**src/rtl/jtag_tdo_pkg.sv**
```systemverilog
package jtag_tdo_pkg;

    localparam int unsigned SEL_W = 2;

    // decoded instruction codes seen on instr_sel
    localparam logic [SEL_W-1:0] CODE_BYPASS = 2'b00;
    localparam logic [SEL_W-1:0] CODE_IDCODE = 2'b01;
    localparam logic [SEL_W-1:0] CODE_BIST   = 2'b10;

    // rising-edge sources, index into the retiming vector
    localparam int unsigned RISE_IR     = 0;
    localparam int unsigned RISE_IDCODE = 1;
    localparam int unsigned RISE_BYPASS = 2;
    localparam int unsigned N_RISE      = 3;

    typedef enum logic [1:0] {
        SRC_BYPASS = 2'd0,
        SRC_IDCODE = 2'd1,
        SRC_BIST   = 2'd2,
        SRC_IR     = 2'd3
    } tdo_src_e;

    typedef struct packed {
        logic ir;
        logic idcode;
        logic bypass;
    } rise_bits_t;

    function automatic tdo_src_e pick_source(
        input logic             sir,
        input logic             sdr,
        input logic [SEL_W-1:0] code
    );
        tdo_src_e s;
        s = SRC_BYPASS;
        if (sir) begin
            s = SRC_IR;
        end else if (sdr) begin
            unique case (code)
                CODE_IDCODE: s = SRC_IDCODE;
                CODE_BIST:   s = SRC_BIST;
                default:     s = SRC_BYPASS;
            endcase
        end
        return s;
    endfunction

    function automatic logic [N_RISE-1:0] pack_rise(input rise_bits_t b);
        logic [N_RISE-1:0] v;
        v[RISE_IR]     = b.ir;
        v[RISE_IDCODE] = b.idcode;
        v[RISE_BYPASS] = b.bypass;
        return v;
    endfunction

endpackage

```
**src/rtl/tdo_fall_retime.sv**
```systemverilog
module tdo_fall_retime #(
    parameter int unsigned WIDTH     = 3,
    parameter logic        CLEAR_VAL = 1'b0
) (
    input  logic             tck,
    input  logic             trst_n,
    input  logic [WIDTH-1:0] d_rise,
    output logic [WIDTH-1:0] q_fall
);
    // one falling-edge flop per rising-edge source
    for (genvar g = 0; g < WIDTH; g++) begin : g_stage
        always_ff @(negedge tck or negedge trst_n) begin
            if (!trst_n) q_fall[g] <= CLEAR_VAL;
            else         q_fall[g] <= d_rise[g];
        end
    end
endmodule

```
**src/rtl/tdo_src_select.sv**
```systemverilog
module tdo_src_select
    import jtag_tdo_pkg::*;
(
    input  logic             tck,
    input  logic             trst_n,
    input  logic             shift_ir,
    input  logic             shift_dr,
    input  logic [SEL_W-1:0] instr_sel,
    output tdo_src_e         src_q
);
    always_ff @(negedge tck or negedge trst_n) begin
        if (!trst_n) src_q <= SRC_BYPASS;
        else         src_q <= pick_source(shift_ir, shift_dr, instr_sel);
    end
endmodule

```
**src/rtl/tdo_pad_enable.sv**
```systemverilog
module tdo_pad_enable (
    input  logic tck,
    input  logic trst_n,
    input  logic shift_ir,
    input  logic shift_dr,
    output logic oe_q
);
    always_ff @(negedge tck or negedge trst_n) begin
        if (!trst_n) oe_q <= 1'b0;
        else         oe_q <= shift_ir | shift_dr;
    end

    assert_oe_on_R2: assert property (@(negedge tck) disable iff (!trst_n)
        (shift_ir || shift_dr) |=> oe_q);
    assert_oe_off_R2: assert property (@(negedge tck) disable iff (!trst_n)
        !(shift_ir || shift_dr) |=> !oe_q);
endmodule

```
**src/rtl/jtag_tdo_retime.sv**
```systemverilog
module jtag_tdo_retime
    import jtag_tdo_pkg::*;
#(
    parameter logic CLEAR_VAL = 1'b0
) (
    input  logic             tck,
    input  logic             trst_n,
    input  logic             shift_ir,
    input  logic             shift_dr,
    input  logic [SEL_W-1:0] instr_sel,
    input  logic             ir_so,
    input  logic             idcode_so,
    input  logic             bypass_so,
    input  logic             bist_so,
    output logic             tdo_data,
    output logic             tdo_oe
);
    rise_bits_t        rise_in;
    logic [N_RISE-1:0] rise_vec;
    logic [N_RISE-1:0] fall_vec;
    tdo_src_e          src_q;

    assign rise_in  = '{ir: ir_so, idcode: idcode_so, bypass: bypass_so};
    assign rise_vec = pack_rise(rise_in);

    tdo_fall_retime #(.WIDTH(N_RISE), .CLEAR_VAL(CLEAR_VAL)) u_retime (
        .tck    (tck),
        .trst_n (trst_n),
        .d_rise (rise_vec),
        .q_fall (fall_vec)
    );

    tdo_src_select u_select (
        .tck       (tck),
        .trst_n    (trst_n),
        .shift_ir  (shift_ir),
        .shift_dr  (shift_dr),
        .instr_sel (instr_sel),
        .src_q     (src_q)
    );

    tdo_pad_enable u_enable (
        .tck      (tck),
        .trst_n   (trst_n),
        .shift_ir (shift_ir),
        .shift_dr (shift_dr),
        .oe_q     (tdo_oe)
    );

    // mux straight to the pad: the self-test bit is already falling-edge timed
    always_comb begin
        unique case (src_q)
            SRC_IR:     tdo_data = fall_vec[RISE_IR];
            SRC_IDCODE: tdo_data = fall_vec[RISE_IDCODE];
            SRC_BIST:   tdo_data = bist_so;
            default:    tdo_data = fall_vec[RISE_BYPASS];
        endcase
    end

    assert_ir_path_R3: assert property (@(negedge tck) disable iff (!trst_n)
        shift_ir |=> (tdo_data == $past(ir_so)));
    assert_idcode_path_R4: assert property (@(negedge tck) disable iff (!trst_n)
        (shift_dr && !shift_ir && instr_sel == CODE_IDCODE)
        |=> (tdo_data == $past(idcode_so)));
    assert_unknown_code_bypass_R5: assert property (@(negedge tck) disable iff (!trst_n)
        (shift_dr && !shift_ir && instr_sel == 2'b11)
        |=> (tdo_data == $past(bypass_so)));
    assert_idle_bypass_R5: assert property (@(negedge tck) disable iff (!trst_n)
        (!shift_dr && !shift_ir) |=> (tdo_data == $past(bypass_so)));
endmodule

```
**config.mk**
```make
export PLATFORM = sky130hd
export DESIGN_NAME = jtag_tdo_retime
export DESIGN_NICKNAME = d
export VERILOG_FILES = /design/src/rtl/jtag_tdo_pkg.sv /design/src/rtl/tdo_fall_retime.sv /design/src/rtl/tdo_src_select.sv /design/src/rtl/tdo_pad_enable.sv /design/src/rtl/jtag_tdo_retime.sv
export SDC_FILE = /design/constraint.sdc
export NUM_CORES = 1
export LEC_CHECK = 0
export BUFFER_PORTS_ARGS = -buffer_cell sky130_fd_sc_hd__buf_2
export CORE_AREA = 3 3 40 42
export CTS_BUF_LIST = sky130_fd_sc_hd__clkbuf_8
export CTS_CLUSTER_DIAMETER = 50
export DETAILED_ROUTE_END_ITERATION = 12
export DIE_AREA = 0 0 43 45
export GPL_TIMING_DRIVEN = 0
export PLACE_DENSITY = 0.45
export SLEW_MARGIN = 20
export SYNTH_ARGS = -nofsm -noshare
export SYNTH_HDL_FRONTEND = slang
export SYNTH_SLANG_ARGS = --single-unit
```
**constraint.sdc**
```tcl
create_clock -name tck -period 1.2 [get_ports tck]
set_input_delay 0.18 -clock tck [delete_from_list [all_inputs] [get_ports tck]]
set_output_delay 0.18 -clock tck [all_outputs]
set_load 0.02 [all_outputs]
```
==> results_dict.tcl, run 1 <==
set metrics [dict create \
    cts_buffers 3 \
    max_slew_margin_pct 90.9 \
    grtUsageTotal_pct 6.31 \
    root_buffer "clkbuf_8" \
    initial_core_util_pct 15.8 \
    yosys_warnings 0 \
    setup_viol 2 \
    end_kind "output pin" \
    grt_max_degree 7 \
    avgSynthCellArea_um2 16.9 \
    syn_area_um2 203 \
    boundaryPins 12 \
    startpoint_type "register" \
    syn-num-nets 22 \
    ys_types 7 \
    routabilityCongestion 0.699 \
    postLayoutSetupSlackWorst_ns -0.876 \
    num_vias 150 \
    antennaDiodeCount 0 \
    cts_tree "done" \
    die-area_um2 1940 \
    syn_to_final_growth_pct 64.2 \
    crit_type "register to output pin" \
    crit_path_cell_trace "mux4_2 > buf_6" \
    irDropWorstVdd_uv 809 \
    antenna_found_initial 0 \
    fin_nets 38 \
    core_area_um2 1280 \
    hold_class "input port to asynchronous set/reset pin" \
    cts_htree_levels 1 \
    violations "setup timing" \
    die_w_um 43 \
    cp_slowest_cell "mux4_2" \
    max_stage_delay_ns 0.51 \
    num_rows 13 \
    synth_seq_cells 6 \
    netlist_instances 12 \
    critPathMaxFanout 1 \
    hold_viol_final 0 \
    wl_per_cell_um 9.98 \
    ant_nets 0 \
    maxCapViolations 0 \
    wl_um 409 \
    die_h_um 45 \
    worstPathRequired_ns 1.02 \
    ys_seq_area_share_pct 74.1 \
    hold_buffers 0 \
    outcome "finished, violations left" \
    grt_setup_unrepaired "true" \
    power.density_nw_per_um2 1710 \
    cts_buffer_depth 2 \
    portBuffers 11 \
    drc_errors 0 \
    worstMarginPinSlew_ns 0.136 \
    power.leakage_uw 0.000159 \
    cts_setup_buffers 0 \
    drive_gt1_share_pct 65.4 \
    fin_setup_tns_ns -1.20 \
    clk_pin_slew_ns 0.03 \
    slew_violations 0 \
    drtIter0Drc 1 \
    clock-sinks 6 \
    critPathArrivalTime_ns 1.90 \
    cp-startpoint "u_select.src_q[0]$_DFF_NN0_" \
    gr-total-overflow 0 \
    grt_pass1_wl_um 738 \
    drt-pass1-iter-count 2 \
    grt_pass1_vias 170 \
    drt-vias-per-instance 3.66 \
    final_util_pct 25.9 \
]
where the power goes:
| group | switching, uW | internal [uW] |
|---|---|---|
| clock network | 77.3 | 215 |
| registers | 4.11 | 217 |
| logic | 23.0 | 32.2 |
stage by stage:
stage	area [um2]	cells	hold WS, ns	setup WS, ns	total power, uW
6_report	333	41	0.242	-0.876	568
5_1_grt	333	41	0.250	-0.924	601
4_1_cts	333	41	0.243	-0.891	581
3_5_place_dp	279	38	0.501	-0.641	271
3_3_place_gp	279	38	0.496	-0.627	269
2_1_floorplan	205	12	0.376	-0.534	244
worst paths after layout:
kind / depth (start not counted) / endpoint / slack (ns)
setup / recovery: 2 / tdo_data / -0.88
hold / removal: 1 / u_retime.q_fall[0]$_DFF_NN0_ / 0.24
max in group asynchronous: 1 / u_select.src_q[1]$_DFF_NN0_ / 0.78
min in group tck: 1 / u_retime.q_fall[2]$_DFF_NN0_ / 0.54
synthesized netlist by cell type:
| cell | n | area share (%) |
|---|---|---|
| a31o_2 | 1 | 4.3 |
| dfrtn_1 | 6 | 74 |
| inv_1 | 1 | 1.9 |
| mux4_2 | 1 | 11 |
| nand2_1 | 1 | 1.9 |
| o21bai_1 | 1 | 3.7 |
| or2_2 | 1 | 3.1 |
logic make-up (layout without fill, tap and decap cells):
group	after synthesis	after routing	share of synthesized area [%]
AOI/OAI and AO/OA	2	2	8.03
buffers and inverters	1	15	1.85
DFF	6	6	74.1
muxes	1	1	11.1
and+or+nand+nor	2	2	4.94
placed cells by master (no fill, tap or decap):
master    Yosys  final
buf_2         0      9
dfrtn_1       6      6
clkbuf_8      0      3
buf_6         0      2
mux4_2        1      1
or2_4         0      1
inv_1         1      1
a31o_2        1      1
nand2_1       1      1
o21bai_1      1      1
routing by layer:
layer	vias to the layer above	wire length (um)	track usage [%]	share of wire (%)
met1	67	173	6.22	42
met2	13	153	7.49	37
met4	0	0	1.81	0
met5	-	0	0	0
li1	70	-	-	-
met3	0	82	8.76	20
timing repair:
item / in CTS / in global routing
resized for setup: 4 / 0
setup endpoints to repair: 2 / 2
gates cloned: 0 / 0
worst max-delay path, delay by kind of cell, from the launching register on:
family / cells / cell delay, ns
mux: 1 / 0.51
buf+inv: 1 / 0.15
flops: 1 / 0.40
sequential cells by signal, summed over array words and instances, names as in the netlist:
| signal | cells |
|---|---|
| u_enable.oe_q | 1 |
| u_retime.q_fall | 3 |
| u_select.src_q | 2 |
final cells by class:
cell class,count,area (um2)
fillers,133,952
clock buffers,3,41.3
repair buffers,11,67.6
inverters,1,3.75
multi-input cells,5,51.3
flip-flops and latches,6,150
well taps,15,18.8
No activity file was read; power rests on OpenSTA's default activity.
==> run 2: changes to the inputs <==
- ABC_AREA: unset -> 1
- CELL_PAD_IN_SITES_DETAIL_PLACEMENT: unset -> 1
- CELL_PAD_IN_SITES_GLOBAL_PLACEMENT: unset -> 1
- PLACE_DENSITY: 0.45 -> 0.59
==> run 2 against run 1 <==
The run still ends with setup timing left. Total power is 2.0% higher. Routed wire length is 18% higher. Critical path depth is 3 higher. Sequential power hardly changed. Final cell count is 37% higher. Clock power hardly changed. Cell area is 14% higher. Clock-buffer cell count stayed put. Sequential share of layout area is 5.6 points lower. Combinational power is 21% higher. First-iteration DRC count is 100% lower. Hold slack better by 0.0034 ns. Critical endpoint unchanged. Largest power group unchanged.
==> results_dict.tcl, run 2 <==
set metrics [dict create \
    routabilityCongestion 0.565 \
    clock-sinks 6 \
    worst_path_most_repeated_cell "nand2_2" \
    power.leakage_uw 0.000215 \
    cts_buffers 3 \
    startpoint_type "register" \
    cp_slowest_cell "dfrtn_1" \
    boundaryPins 12 \
    async_flop_share_pct 100 \
    final_common_cell "buf_2" \
    synth_top_flop_cell "dfrtn_1" \
    yosysTopAreaCell "dfrtn_1" \
    gr-total-overflow 0 \
    cts_setup_buffers 0 \
    pre_cts_ws_ns -0.409 \
    antenna_found_initial 0 \
    worstMarginPinSlew_ns 0.137 \
    cts_htree_levels 1 \
    maxCapViolations 0 \
    cts_buffer_depth 2 \
    seqCellArea_um2 150 \
    antennaDiodeCount 0 \
    postLayoutSetupSlackWorst_ns -0.620 \
    clk_pin_slew_ns 0.03 \
    ant_nets 0 \
    synth_seq_cells 6 \
    critPathBufInv 2 \
    synth_commonest_cells "inv_1, nand2_1, dfrtn_1, nand3_1" \
    max_slew_margin_pct 90.8 \
    multi_input_area_um2 72.6 \
    end_kind "output pin" \
    netlist_instances 27 \
    power.density_nw_per_um2 1520 \
    fin_setup_tns_ns -0.955 \
    critPathMaxFanout 3 \
    cts_tree "done" \
    syn_area_um2 235 \
    grt_pass1_vias 208 \
    max_stage_delay_ns 0.44 \
    avgSynthCellArea_um2 8.71 \
    portBuffers 11 \
    fin_nets 53 \
    yosys_warnings 0 \
    wl_per_cell_um 8.63 \
    violations "setup timing" \
    die-area_um2 1940 \
    grt_setup_unrepaired "true" \
    grt_max_degree 7 \
    hold_buffers 0 \
    irDropWorstVdd_uv 627 \
    reg.largest.list "u_retime.q_fall x3, u_select.src_q x2, u_enable.oe_q x1" \
    root_buffer "clkbuf_8" \
    wl_um 483 \
    initial_core_util_pct 18.3 \
    die_h_um 45 \
    worstPathRequired_ns 1.02 \
    final.fill_count 151 \
    power_uw 579 \
    drt-pass1-iter-count 1 \
    drc_errors 0 \
    ys_seq_area_share_pct 63.8 \
    regMostFlops "u_retime.q_fall" \
    num_vias 205 \
    grt_pass1_wl_um 759 \
    synth_top_area_share_pct 63.8 \
    hold_class "input port to asynchronous set/reset pin" \
    drive_gt1_share_pct 48.8 \
    crit_path_cell_trace "inv_2 > nand2_2 > nand3_2 > nand2_2 > buf_6" \
    setup_viol 2 \
    crit_family "flip-flops" \
    core_area_um2 1280 \
    final_cell_mix "buf_2, inv_1, dfrtn_1, nand2_1" \
    critPathArrivalTime_ns 1.64 \
    grtUsageTotal_pct 5.61 \
    slew_violations 0 \
    die_w_um 43 \
    ys_types 6 \
    drtIter0Drc 0 \
    hold_viol_final 0 \
    crit_type "register to output pin" \
    num_rows 13 \
    drt-vias-per-instance 3.66 \
    largest_reg_flops 3 \
    yosys-top-cells-area "dfrtn_1, inv_1, nand2_1, nand3_1, or2_1" \
    final_util_pct 29.6 \
    syn-num-nets 37 \
    synth-edff-count 0 \
    outcome "finished, violations left" \
    syn_to_final_growth_pct 61.7 \
]
## run 2: cell types whose count changed after synthesis, sizes merged
| cell | delta |
|---|---|
| o21bai | -1 |
| a31o | -1 |
| nor2 | +1 |
| inv | +7 |
| nand3 | +3 |
| nand2 | +7 |
| mux4 | -1 |
## run 2: final timing paths
path / startpoint / to / slack [ns] / depth (start not counted)
worst min-delay path: trst_n / u_retime.q_fall[1]$_DFF_NN0_ / 0.25 / 1
min in group tck: bypass_so / u_retime.q_fall[2]$_DFF_NN0_ / 0.53 / 1
worst max-delay path: u_select.src_q[0]$_DFF_NN0_ / tdo_data / -0.62 / 5
max in group asynchronous: trst_n / u_retime.q_fall[0]$_DFF_NN0_ / 0.78 / 1
## run 2: kinds of logic (layout without fill, tap and decap cells)
family | Yosys count | in the layout | share of synthesized area, %
and+or+nand+nor | 13 | 13 | 23.4
DFF | 6 | 6 | 63.8
buffers and inverters | 8 | 22 | 12.8
## run 2: power by group
| group | switching, uW | total [uW] | internal (uW) |
|---|---|---|---|
| clock network | 75.8 | 290 | 215 |
| registers | 5.69 | 222 | 217 |
| logic | 34.6 | 66.7 | 32.2 |
| total | 116 | 579 | 463 |
## run 2: layout make-up
type / count / share of cell area [%]
clock buffer: 3 / 10.9
inverter: 8 / 7.89
multi-input combinational: 13 / 19.1
sequential: 6 / 39.5
tap: 15 / 4.93
timing repair buffer: 11 / 17.8
## run 2: repair_timing
| action | 4_1_cts | 5_1_grt |
|---|---|---|
| endpoints found under the setup margin | 2 | 2 |
| pin swaps | 0 | 0 |
| gates cloned | 0 | 0 |
| resized for setup | 5 | 4 |
## run 2: through the flow
step	hold WS, ns	instances	area, um2
3_5_place_dp	0.504	53	312
6_report	0.246	56	380
5_1_grt	0.253	56	380
3_3_place_gp	0.500	53	312
2_1_floorplan	0.376	27	238
4_1_cts	0.248	56	370
## run 2: metal layers
layer | GRT usage [%] | part of all wire [%] | vias to the layer above
met5 | 0 | 0 | -
met3 | 1.59 | 9.7 | 0
met1 | 6.11 | 37 | 92
met4 | 5.42 | 0 | 0
met2 | 8.68 | 53 | 9
li1 | - | - | 104
